## src/rtl/mrt_pkg.sv

```systemverilog
package mrt_pkg;

  typedef enum logic {
    ST_IDLE = 1'b0,
    ST_STEP = 1'b1
  } mrtStateT;

  // Strobes from control to datapath
  typedef struct packed {
    logic load;       // capture instruction fields
    logic advance;    // step the operand field (and mask)
    logic bumpAddr;   // a transfer happened: move the address
    logic rangeMode;  // latched mode of the running instruction
  } mrtStrobeT;

endpackage

```

## src/rtl/mrt_dp.sv

```systemverilog
module mrt_dp
  import mrt_pkg::*;
#(
  parameter int REG_W      = 6,
  parameter int MASK_W     = 16,
  parameter int ADDR_W     = 32,
  parameter int STEP_BYTES = 8
) (
  input  logic              clk,
  input  logic              rstN,
  input  mrtStrobeT         strobe,
  input  logic [REG_W-1:0]  fieldA,
  input  logic [REG_W-1:0]  fieldC,
  input  logic [MASK_W-1:0] maskIn,
  input  logic [ADDR_W-1:0] baseAddr,
  output logic [REG_W-1:0]  stepReg,
  output logic [ADDR_W-1:0] memAddr,
  output logic              rangeEnd,
  output logic              maskLast,
  output logic              maskBit0
);

  localparam logic [ADDR_W-1:0] ADDR_INC = ADDR_W'(STEP_BYTES);
  localparam logic [REG_W-1:0]  REG_ONE  = REG_W'(1);

  logic [REG_W-1:0]  curA;
  logic [REG_W-1:0]  curC;
  logic [MASK_W-1:0] maskQ;
  logic [ADDR_W-1:0] addrQ;

  // The first operand field counts in range mode.
  always_ff @(posedge clk or negedge rstN) begin
    if (!rstN) begin
      curA <= '0;
    end else if (strobe.load) begin
      curA <= fieldA;
    end else if (strobe.advance && strobe.rangeMode) begin
      curA <= curA + REG_ONE;
    end
  end

  // The third operand field counts, and the mask shifts, in mask mode.
  always_ff @(posedge clk or negedge rstN) begin
    if (!rstN) begin
      curC  <= '0;
      maskQ <= '0;
    end else if (strobe.load) begin
      curC  <= fieldC;
      maskQ <= maskIn;
    end else if (strobe.advance && !strobe.rangeMode) begin
      curC  <= curC + REG_ONE;
      maskQ <= maskQ >> 1;
    end
  end

  always_ff @(posedge clk or negedge rstN) begin
    if (!rstN) begin
      addrQ <= '0;
    end else if (strobe.load) begin
      addrQ <= baseAddr;
    end else if (strobe.bumpAddr) begin
      addrQ <= addrQ + ADDR_INC;
    end
  end

  always_comb begin
    stepReg  = strobe.rangeMode ? curA : curC;
    memAddr  = addrQ;
    rangeEnd = (curA == curC);
    maskBit0 = maskQ[0];
    maskLast = ((maskQ >> 1) == '0);
  end

  AST_ADDR_STEP: assert property (@(posedge clk) disable iff (!rstN)
    (strobe.bumpAddr && !strobe.load) |=> (addrQ == $past(addrQ) + ADDR_INC)) else $error("addr step");
  AST_ADDR_HOLD: assert property (@(posedge clk) disable iff (!rstN)
    (!strobe.bumpAddr && !strobe.load) |=> $stable(addrQ)) else $error("addr hold");
  AST_RANGE_INC: assert property (@(posedge clk) disable iff (!rstN)
    (strobe.advance && strobe.rangeMode && !strobe.load) |=> (curA == $past(curA) + REG_ONE)) else $error("range inc");
  AST_MASK_SHIFT: assert property (@(posedge clk) disable iff (!rstN)
    (strobe.advance && !strobe.rangeMode && !strobe.load) |=> (maskQ == ($past(maskQ) >> 1))) else $error("mask shift");

endmodule

```

## src/rtl/mrt_ctrl.sv

```systemverilog
module mrt_ctrl
  import mrt_pkg::*;
(
  input  logic      clk,
  input  logic      rstN,
  input  logic      startValid,
  input  logic      isLoad,
  input  logic      maskMode,
  input  logic      rangeEnd,
  input  logic      maskLast,
  input  logic      maskBit0,
  output mrtStrobeT strobe,
  output logic      stall,
  output logic      done,
  output logic      memRd,
  output logic      memWr
);

  mrtStateT state;
  logic     rangeModeQ;
  logic     isLoadQ;
  logic     busy;
  logic     accept;
  logic     lastStep;
  logic     xfer;

  always_comb begin
    busy     = (state == ST_STEP);
    accept   = !busy && startValid;
    lastStep = rangeModeQ ? rangeEnd : maskLast;
    xfer     = busy && (rangeModeQ || maskBit0);

    strobe.load      = accept;
    strobe.advance   = busy;
    strobe.bumpAddr  = xfer;
    strobe.rangeMode = rangeModeQ;

    stall = busy;
    done  = busy && lastStep;
    memRd = xfer && isLoadQ;
    memWr = xfer && !isLoadQ;
  end

  always_ff @(posedge clk or negedge rstN) begin
    if (!rstN) begin
      state      <= ST_IDLE;
      rangeModeQ <= 1'b1;
      isLoadQ    <= 1'b0;
    end else if (accept) begin
      state      <= ST_STEP;
      rangeModeQ <= !maskMode;
      isLoadQ    <= isLoad;
    end else if (busy && lastStep) begin
      state <= ST_IDLE;
    end
  end

  AST_DONE_IN_STALL: assert property (@(posedge clk) disable iff (!rstN)
    done |-> stall) else $error("done outside stall");
  AST_MODE_STABLE: assert property (@(posedge clk) disable iff (!rstN)
    (busy && !done) |=> $stable(rangeModeQ) && $stable(isLoadQ)) else $error("mode changed mid run");

endmodule

```

## src/rtl/mrt_seq.sv

```systemverilog
module mrt_seq
  import mrt_pkg::*;
#(
  parameter int REG_W      = 6,
  parameter int MASK_W     = 16,
  parameter int ADDR_W     = 32,
  parameter int STEP_BYTES = 8
) (
  input  logic              clk,
  input  logic              rstN,
  input  logic              startValid,
  input  logic              isLoad,
  input  logic              maskMode,
  input  logic [REG_W-1:0]  fieldA,
  input  logic [REG_W-1:0]  fieldC,
  input  logic [MASK_W-1:0] maskIn,
  input  logic [ADDR_W-1:0] baseAddr,
  output logic              stall,
  output logic              done,
  output logic [REG_W-1:0]  stepReg,
  output logic [ADDR_W-1:0] memAddr,
  output logic              memRd,
  output logic              memWr
);

  mrtStrobeT strobe;
  logic      rangeEnd;
  logic      maskLast;
  logic      maskBit0;

  mrt_ctrl u_ctrl (
    .clk        (clk),
    .rstN       (rstN),
    .startValid (startValid),
    .isLoad     (isLoad),
    .maskMode   (maskMode),
    .rangeEnd   (rangeEnd),
    .maskLast   (maskLast),
    .maskBit0   (maskBit0),
    .strobe     (strobe),
    .stall      (stall),
    .done       (done),
    .memRd      (memRd),
    .memWr      (memWr)
  );

  mrt_dp #(
    .REG_W      (REG_W),
    .MASK_W     (MASK_W),
    .ADDR_W     (ADDR_W),
    .STEP_BYTES (STEP_BYTES)
  ) u_dp (
    .clk      (clk),
    .rstN     (rstN),
    .strobe   (strobe),
    .fieldA   (fieldA),
    .fieldC   (fieldC),
    .maskIn   (maskIn),
    .baseAddr (baseAddr),
    .stepReg  (stepReg),
    .memAddr  (memAddr),
    .rangeEnd (rangeEnd),
    .maskLast (maskLast),
    .maskBit0 (maskBit0)
  );

  AST_RDWR_EXCL: assert property (@(posedge clk) disable iff (!rstN)
    !(memRd && memWr)) else $error("rd and wr together");
  AST_STALL_HOLD: assert property (@(posedge clk) disable iff (!rstN)
    (stall && !done) |=> stall) else $error("stall dropped early");
  AST_STALL_RELEASE: assert property (@(posedge clk) disable iff (!rstN)
    done |=> !stall) else $error("stall held after done");
  AST_IDLE_QUIET: assert property (@(posedge clk) disable iff (!rstN)
    !stall |-> !(memRd || memWr || done)) else $error("activity while idle");
  AST_DONE_PULSE: assert property (@(posedge clk) disable iff (!rstN)
    done |=> !done) else $error("done longer than one cycle");

endmodule

```

## config.mk

```make
export PLATFORM = sky130hd
export DESIGN_NAME = mrt_seq
export DESIGN_NICKNAME = d
export VERILOG_FILES = /design/src/rtl/mrt_pkg.sv /design/src/rtl/mrt_dp.sv /design/src/rtl/mrt_ctrl.sv /design/src/rtl/mrt_seq.sv
export SDC_FILE = /design/constraint.sdc
export NUM_CORES = 1
export LEC_CHECK = 0
export ABC_CLOCK_PERIOD_IN_PS = 1830
export BUFFER_PORTS_ARGS = -buffer_cell sky130_fd_sc_hd__buf_2
export CORE_UTILIZATION = 37
export CTS_BUF_LIST = sky130_fd_sc_hd__clkbuf_8 sky130_fd_sc_hd__clkbuf_16
export CTS_CLUSTER_SIZE = 25
export DETAILED_ROUTE_END_ITERATION = 10
export PLACE_DENSITY = 0.75
export SYNTH_ARGS = -nofsm -noshare
export SYNTH_HDL_FRONTEND = slang
export SYNTH_SLANG_ARGS = --single-unit
```

## constraint.sdc

```tcl
create_clock -name clk -period 1.83 [get_ports clk]
set_input_delay 0.0915 -clock clk [delete_from_list [all_inputs] [get_ports clk]]
set_output_delay 0.0915 -clock clk [all_outputs]
set_load 0.03 [all_outputs]
```

After elaboration in Yosys (flattened, before gate mapping)
Cells that the tools add are included.
Storage, ports and cells
  register bits after elaboration: 63
  input port bits: 65
  output and inout port bits: 42
  word-level logic and storage cells: 40
Cells by class
  add/subtract/negate cells: 3
  equality and inequality tests: 1
  muxes and demuxes: 12
  reduce and logical (&&, ||, !) cells: 17
Operators with widths (count)
  $mux W32: 2
  $add A32 B4 Y32 const B: 1
  $mux W16: 2
  $mux W6: 5
  $logic_not A16 Y1: 1
  $add A6 B1 Y6 const B: 2
  $reduce_bool A2 Y1: 4
  $logic_and A1 B1 Y1: 7
  $eq A6 B6 Y1: 1
  $logic_not A1 Y1: 4
  $mux W1: 3
  $logic_or A1 B1 Y1: 1

Depth between registers and ports, before layout
  depth after elaboration: 5
  mapped depth: 7
  mapped depth without buffers: 5

Modules after synthesis
Synthesis repeated with hierarchy kept, for this count alone.
Second synthesis, totals
  cell total of the unflattened synthesis: 368
  area, all modules: 3505.9 um^2
By module, submodules not included
  mrt_dp: instances 1, cells each 351, area each 3311.9 um^2, seq. area each 1501.4 um^2
  mrt_ctrl: instances 1, cells each 17, area each 193.9 um^2, seq. area each 76.3 um^2

Worst setup path after synthesis
No wires, ideal clock.
  path kind: reg-to-reg
  start: register u_dp.addrQ[3], in the netlist u_dp.memAddr[3]
  end: register u_dp.addrQ[19], in the netlist u_dp.memAddr[19]
  library setup time: 0.082 ns
  arrival time: 1.936 ns
  required time: 1.748 ns
  path slack: -0.188 ns
  cell stages (with the launch flop): 7
  buffers on the path: 1
  period minus slack after synthesis: 2.018 ns
  cell sequence: dfrtp_1 -> ha_1 -> o2111a_1 -> nand2_1 -> buf_2 -> or4_1 -> a31oi_1
On the way
  word-level cells in the longest chain between the ends: 3
Ends and longest elaborated chain
  from (decl): line mrt_dp.sv:29  | logic [ADDR_W-1:0] addrQ;
  from (signal assigned): line mrt_dp.sv:60  | addrQ <= baseAddr;
  from (signal assigned): line mrt_dp.sv:62  | addrQ <= addrQ + ADDR_INC;
  $add A32 B4 Y32: line mrt_dp.sv:62
  $mux W32: line mrt_dp.sv:61  | end else if (strobe.bumpAddr) begin
  $mux W32: line mrt_dp.sv:59  | end else if (strobe.load) begin
Every way passes these cells. The select of a mux whose other input is x is not followed.
A chain may end at the register's enable or synchronous reset.

Final worst setup path
  start: register u_dp.maskQ[8]
  end: output port done
On the way
  word-level cells in the longest chain between the ends: 3
Ends and longest elaborated chain
  from (decl): line mrt_dp.sv:28  | logic [MASK_W-1:0] maskQ;
  from (signal assigned): line mrt_dp.sv:49  | maskQ <= maskIn;
  from (signal assigned): line mrt_dp.sv:52  | maskQ <= maskQ >> 1;
  $logic_not A16 Y1: line mrt_dp.sv:71  | maskLast = ((maskQ >> 1) == '0);
  $mux W1: line mrt_ctrl.sv:30  | lastStep = rangeModeQ ? rangeEnd : maskLast;
  $logic_and A1 B1 Y1: line mrt_ctrl.sv:39  | done = busy && lastStep;
  to (decl): line mrt_seq.sv:19  | output logic done,
Every way passes these cells.

==> summary.txt <==
STA
  • Final Hold Fails: 0
  • Final Cycle Share: 105%
  • Fmax: 520 MHz
  • Slew headroom: 73.3%
  • RSZ-0062 raised after global routing: yes
  • Setup WS post-layout: -0.0933 ns
  • Total Neg Setup Slack: -0.110 ns
  • Final setup fails: 3
  • Final Skew: 0.0119 ns
  • Worst Max-Slew Pin Slew: 0.397 ns
  • Max Transition Viols Final: 0
  • Final Critical Period: 1.92 ns

Route
  • DRT Pass-1 Iters: 5
  • DR top layer: met4
  • Metal3 WL: 508 um
  • Vias/cell: 5.28
  • Drt total wl: 9690 um
  • Via count: 3428
  • Wire length per cell: 14.9 um
  • Met1 Wirelength: 4180 um
  • Drt drc: 0
  • WL met2: 4820 um
  • ANT nets after route: 0
  • DRT iter0 DRCs: 97

Setup path
  • Startpoint Class: flip-flop
  • CP max-delay cell: or4_4
  • Crit path capture type: primary output
  • CP max stage delay: 0.44 ns
  • CP arrival: 1.83 ns
  • CP Cell Sequence: nor4_2, nand4_1, or4_4, nand2_2, buf_6
  • CP bufs+invs: 1
  • Largest delay contributor family on the critical path: simple AND/OR/NAND/NOR gates
  • Worst path required time: 1.74 ns
  • CP max FO: 2
  • Setup CP Type: flip-flop to primary output

Finish
  • Fillers: 856
  • Antenna diodes: 0
  • P&R area growth vs syn: 41.3%
  • Fin util: 53.8%
  • Layout cells sized above 1: 38.1%
  • Nets: 601

Yosys
  • Sequential fraction of the synthesis area: 45.0%
  • Number of synthesized flops with an enable pin: 0
  • Synthesized cell area: 0.00350 mm^2
  • Mean post-synth cell area: 9.29 um^2
  • Syn. warnings: 0
  • Unique masters post-synth: 44
  • Net Count, Synth: 445
  • Post-Syn Instances: 377
  • Synth async-reset ratio: 100%
  • #FFs+latches synth: 63
  • Synth Flop Type: dfrtp_1

Power and ir drop
  • Leak: 2.25 nW
  • Max IR drop VDD: 940 uV
  • PD cells: 1640 mW/mm^2
  • Final Power: 8.11 mW

Floorplan
  • Row count: 35
  • Area of the core: 0.00920 mm^2
  • I/O pin cnt: 107
  • Starting density of the core: 38.1%
  • Die area: 0.00986 mm^2
  • Chip width: 99.3 um
  • Chip height: 99.3 um

Placed design
  • GPL Wtd Cong: 0.804
  • Setup WS pre-CTS: -0.0277 ns
  • DP Wirelength: 6490 um
  • Port Buffers: 106

Clocking
  • H-tree depth: 3
  • Clock insertion delay at the later pin of the skew report: 0.35 ns
  • CTS clk-pin slew, worst paths: 0.07 ns
  • TritonCTS clock tree: yes
  • Root buffer cell: clkbuf_8
  • CTS Buffer Depth: 2
  • CTS Buf Count: 9
  • Clk sink count: 63

Global route
  • Antenna violations before repair: 0
  • First-pass GRT wire length: 15200 um
  • Total gr overflow: 0
  • Vias in the first global route: 3300
  • GRT Overall Usage: 19.7%
  • Largest net degree at the start of global routing: 64

Flow run
  • Max-cap violations: 0

Outcome
  • Status: finished with violations
  • Failing checks: negative setup slack

Hold path
  • Hold crit path type: input port to flip-flop
-- worst min-delay path, cell delays in order --
cell and delay [ns]:
buf_2 0.10, nor2_1 0.09, a31oi_1 0.04
-- where the power goes --
group | switching [mW] | total [mW] | internal [mW]
Sequential | 0.772 | 2.84 | 2.06
Combinational | 2.53 | 4.22 | 1.69
Clock | 0.544 | 1.06 | 0.511
Total | 3.84 | 8.11 | 4.27
-- path summary, 6_finish.rpt --
| kind | to | cells after the start | slack (ns) | startpoint |
|---|---|---|---|---|
| setup / recovery | done | 5 | -0.09 | u_dp.maskQ[8] |
| hold reg to reg | u_dp.memAddr[0] | 2 | 0.48 | u_dp.memAddr[0] |
| max in group asynchronous | u_ctrl.rangeModeQ | 3 | 1.22 | rstN |
| min in group asynchronous | u_dp.memAddr[29] | 3 | 0.29 | rstN |
| setup reg to reg | u_dp.memAddr[16] | 4 | -0.01 | u_ctrl.rangeModeQ |
| hold / removal | u_dp.memAddr[29] | 3 | 0.009 | baseAddr[29] |
-- flip-flops by register name (all words and copies together) (netlist names) --
register	count
u_dp.curA	6
u_dp.maskQ	16
u_ctrl.rangeModeQ	1
u_dp.memAddr	32
u_ctrl.isLoadQ	1
u_ctrl.stall	1
u_dp.curC	6
-- timing repair --
action | 4_1_cts | 5_1_grt
pin swaps | 2 | 11
setup buffers | 2 | 8
endpoints found under the setup margin | 8 | 8
resized for setup | 9 | 11
gates cloned | 0 | 2
hold buffers | 27 | 1
endpoints found under the hold margin | 88 | 1
-- layout by cell type (no fill, tap or decap), types with 6 or more instances in the layout --
cell type and count:
clkbuf_8 10, mux2_2 6, xor2_1 14, mux2i_1 16
or4_1 10, dfrtp_1 45, buf_4 27, a31oi_1 17
inv_1 7, o21ai_0 40, nand2_1 68, dlygate4sd3_1 28
xnor2_1 12, nand4_1 13, nor2_1 21, o31ai_1 12
buf_2 105, dfrtp_2 17
-- final cells by class --
type	count	area [um^2]	area share (%)
sequential	63	1600	32.3
multi-input combinational	286	1870	37.9
clock buffer	10	138	2.78
tap	111	139	2.81
clock inverter	6	30.0	0.607
inverter	5	18.8	0.379
timing repair buffer	168	1150	23.3
-- Yosys cell counts, drive strengths merged, types with 6 or more instances --
library cell,number,area share (%)
o31ai,12,2.6
nor2,21,2.3
and3,7,1.3
nor4,8,1.4
nand4,14,2.9
nand2,70,7.5
dfrtp,62,44
mux2,6,1.9
clkbuf,17,2.7
a31oi,17,3.0
nand3,6,0.86
o21ai,41,6.0
or4,15,3.2
xnor2,12,3.0
xor2,14,3.5
mux2i,16,4.6
-- metrics by stage --
| step | area (um^2) | hold WS [ns] | cells |
|---|---|---|---|
| 5_1_grt | 4950 | 0.0122 | 649 |
| 4_1_cts | 4790 | 0.00204 | 638 |
| 6_report | 4950 | 0.00858 | 649 |
| 3_5_place_dp | 4300 | 0.141 | 593 |
| 2_1_floorplan | 3550 | -0.204 | 377 |
| 3_3_place_gp | 4300 | 0.131 | 593 |
-- layer usage --
metal / global-route usage, % / vias up
met3: 4.64 / 20
met4: 6.90 / 0
met2: 34.7 / 108
met5: 0 / -
met1: 23.4 / 1622
li1: - / 1678
-- cells by family (layout without fill, tap and decap cells) --
group	after synthesis	count (layout)	synth area share (%)
XOR/XNOR	26	26	6.50
AND/OR/NAND/NOR	155	155	22.5
AO/OA/AOI/OAI	80	80	13.9
adder cells (fa/ha/maj)	3	3	1.07
buffers and inverters	28	189	4.54
flip-flops	63	63	45.0
multiplexers	22	22	6.50
No activity file was read; power rests on OpenSTA's default activity.
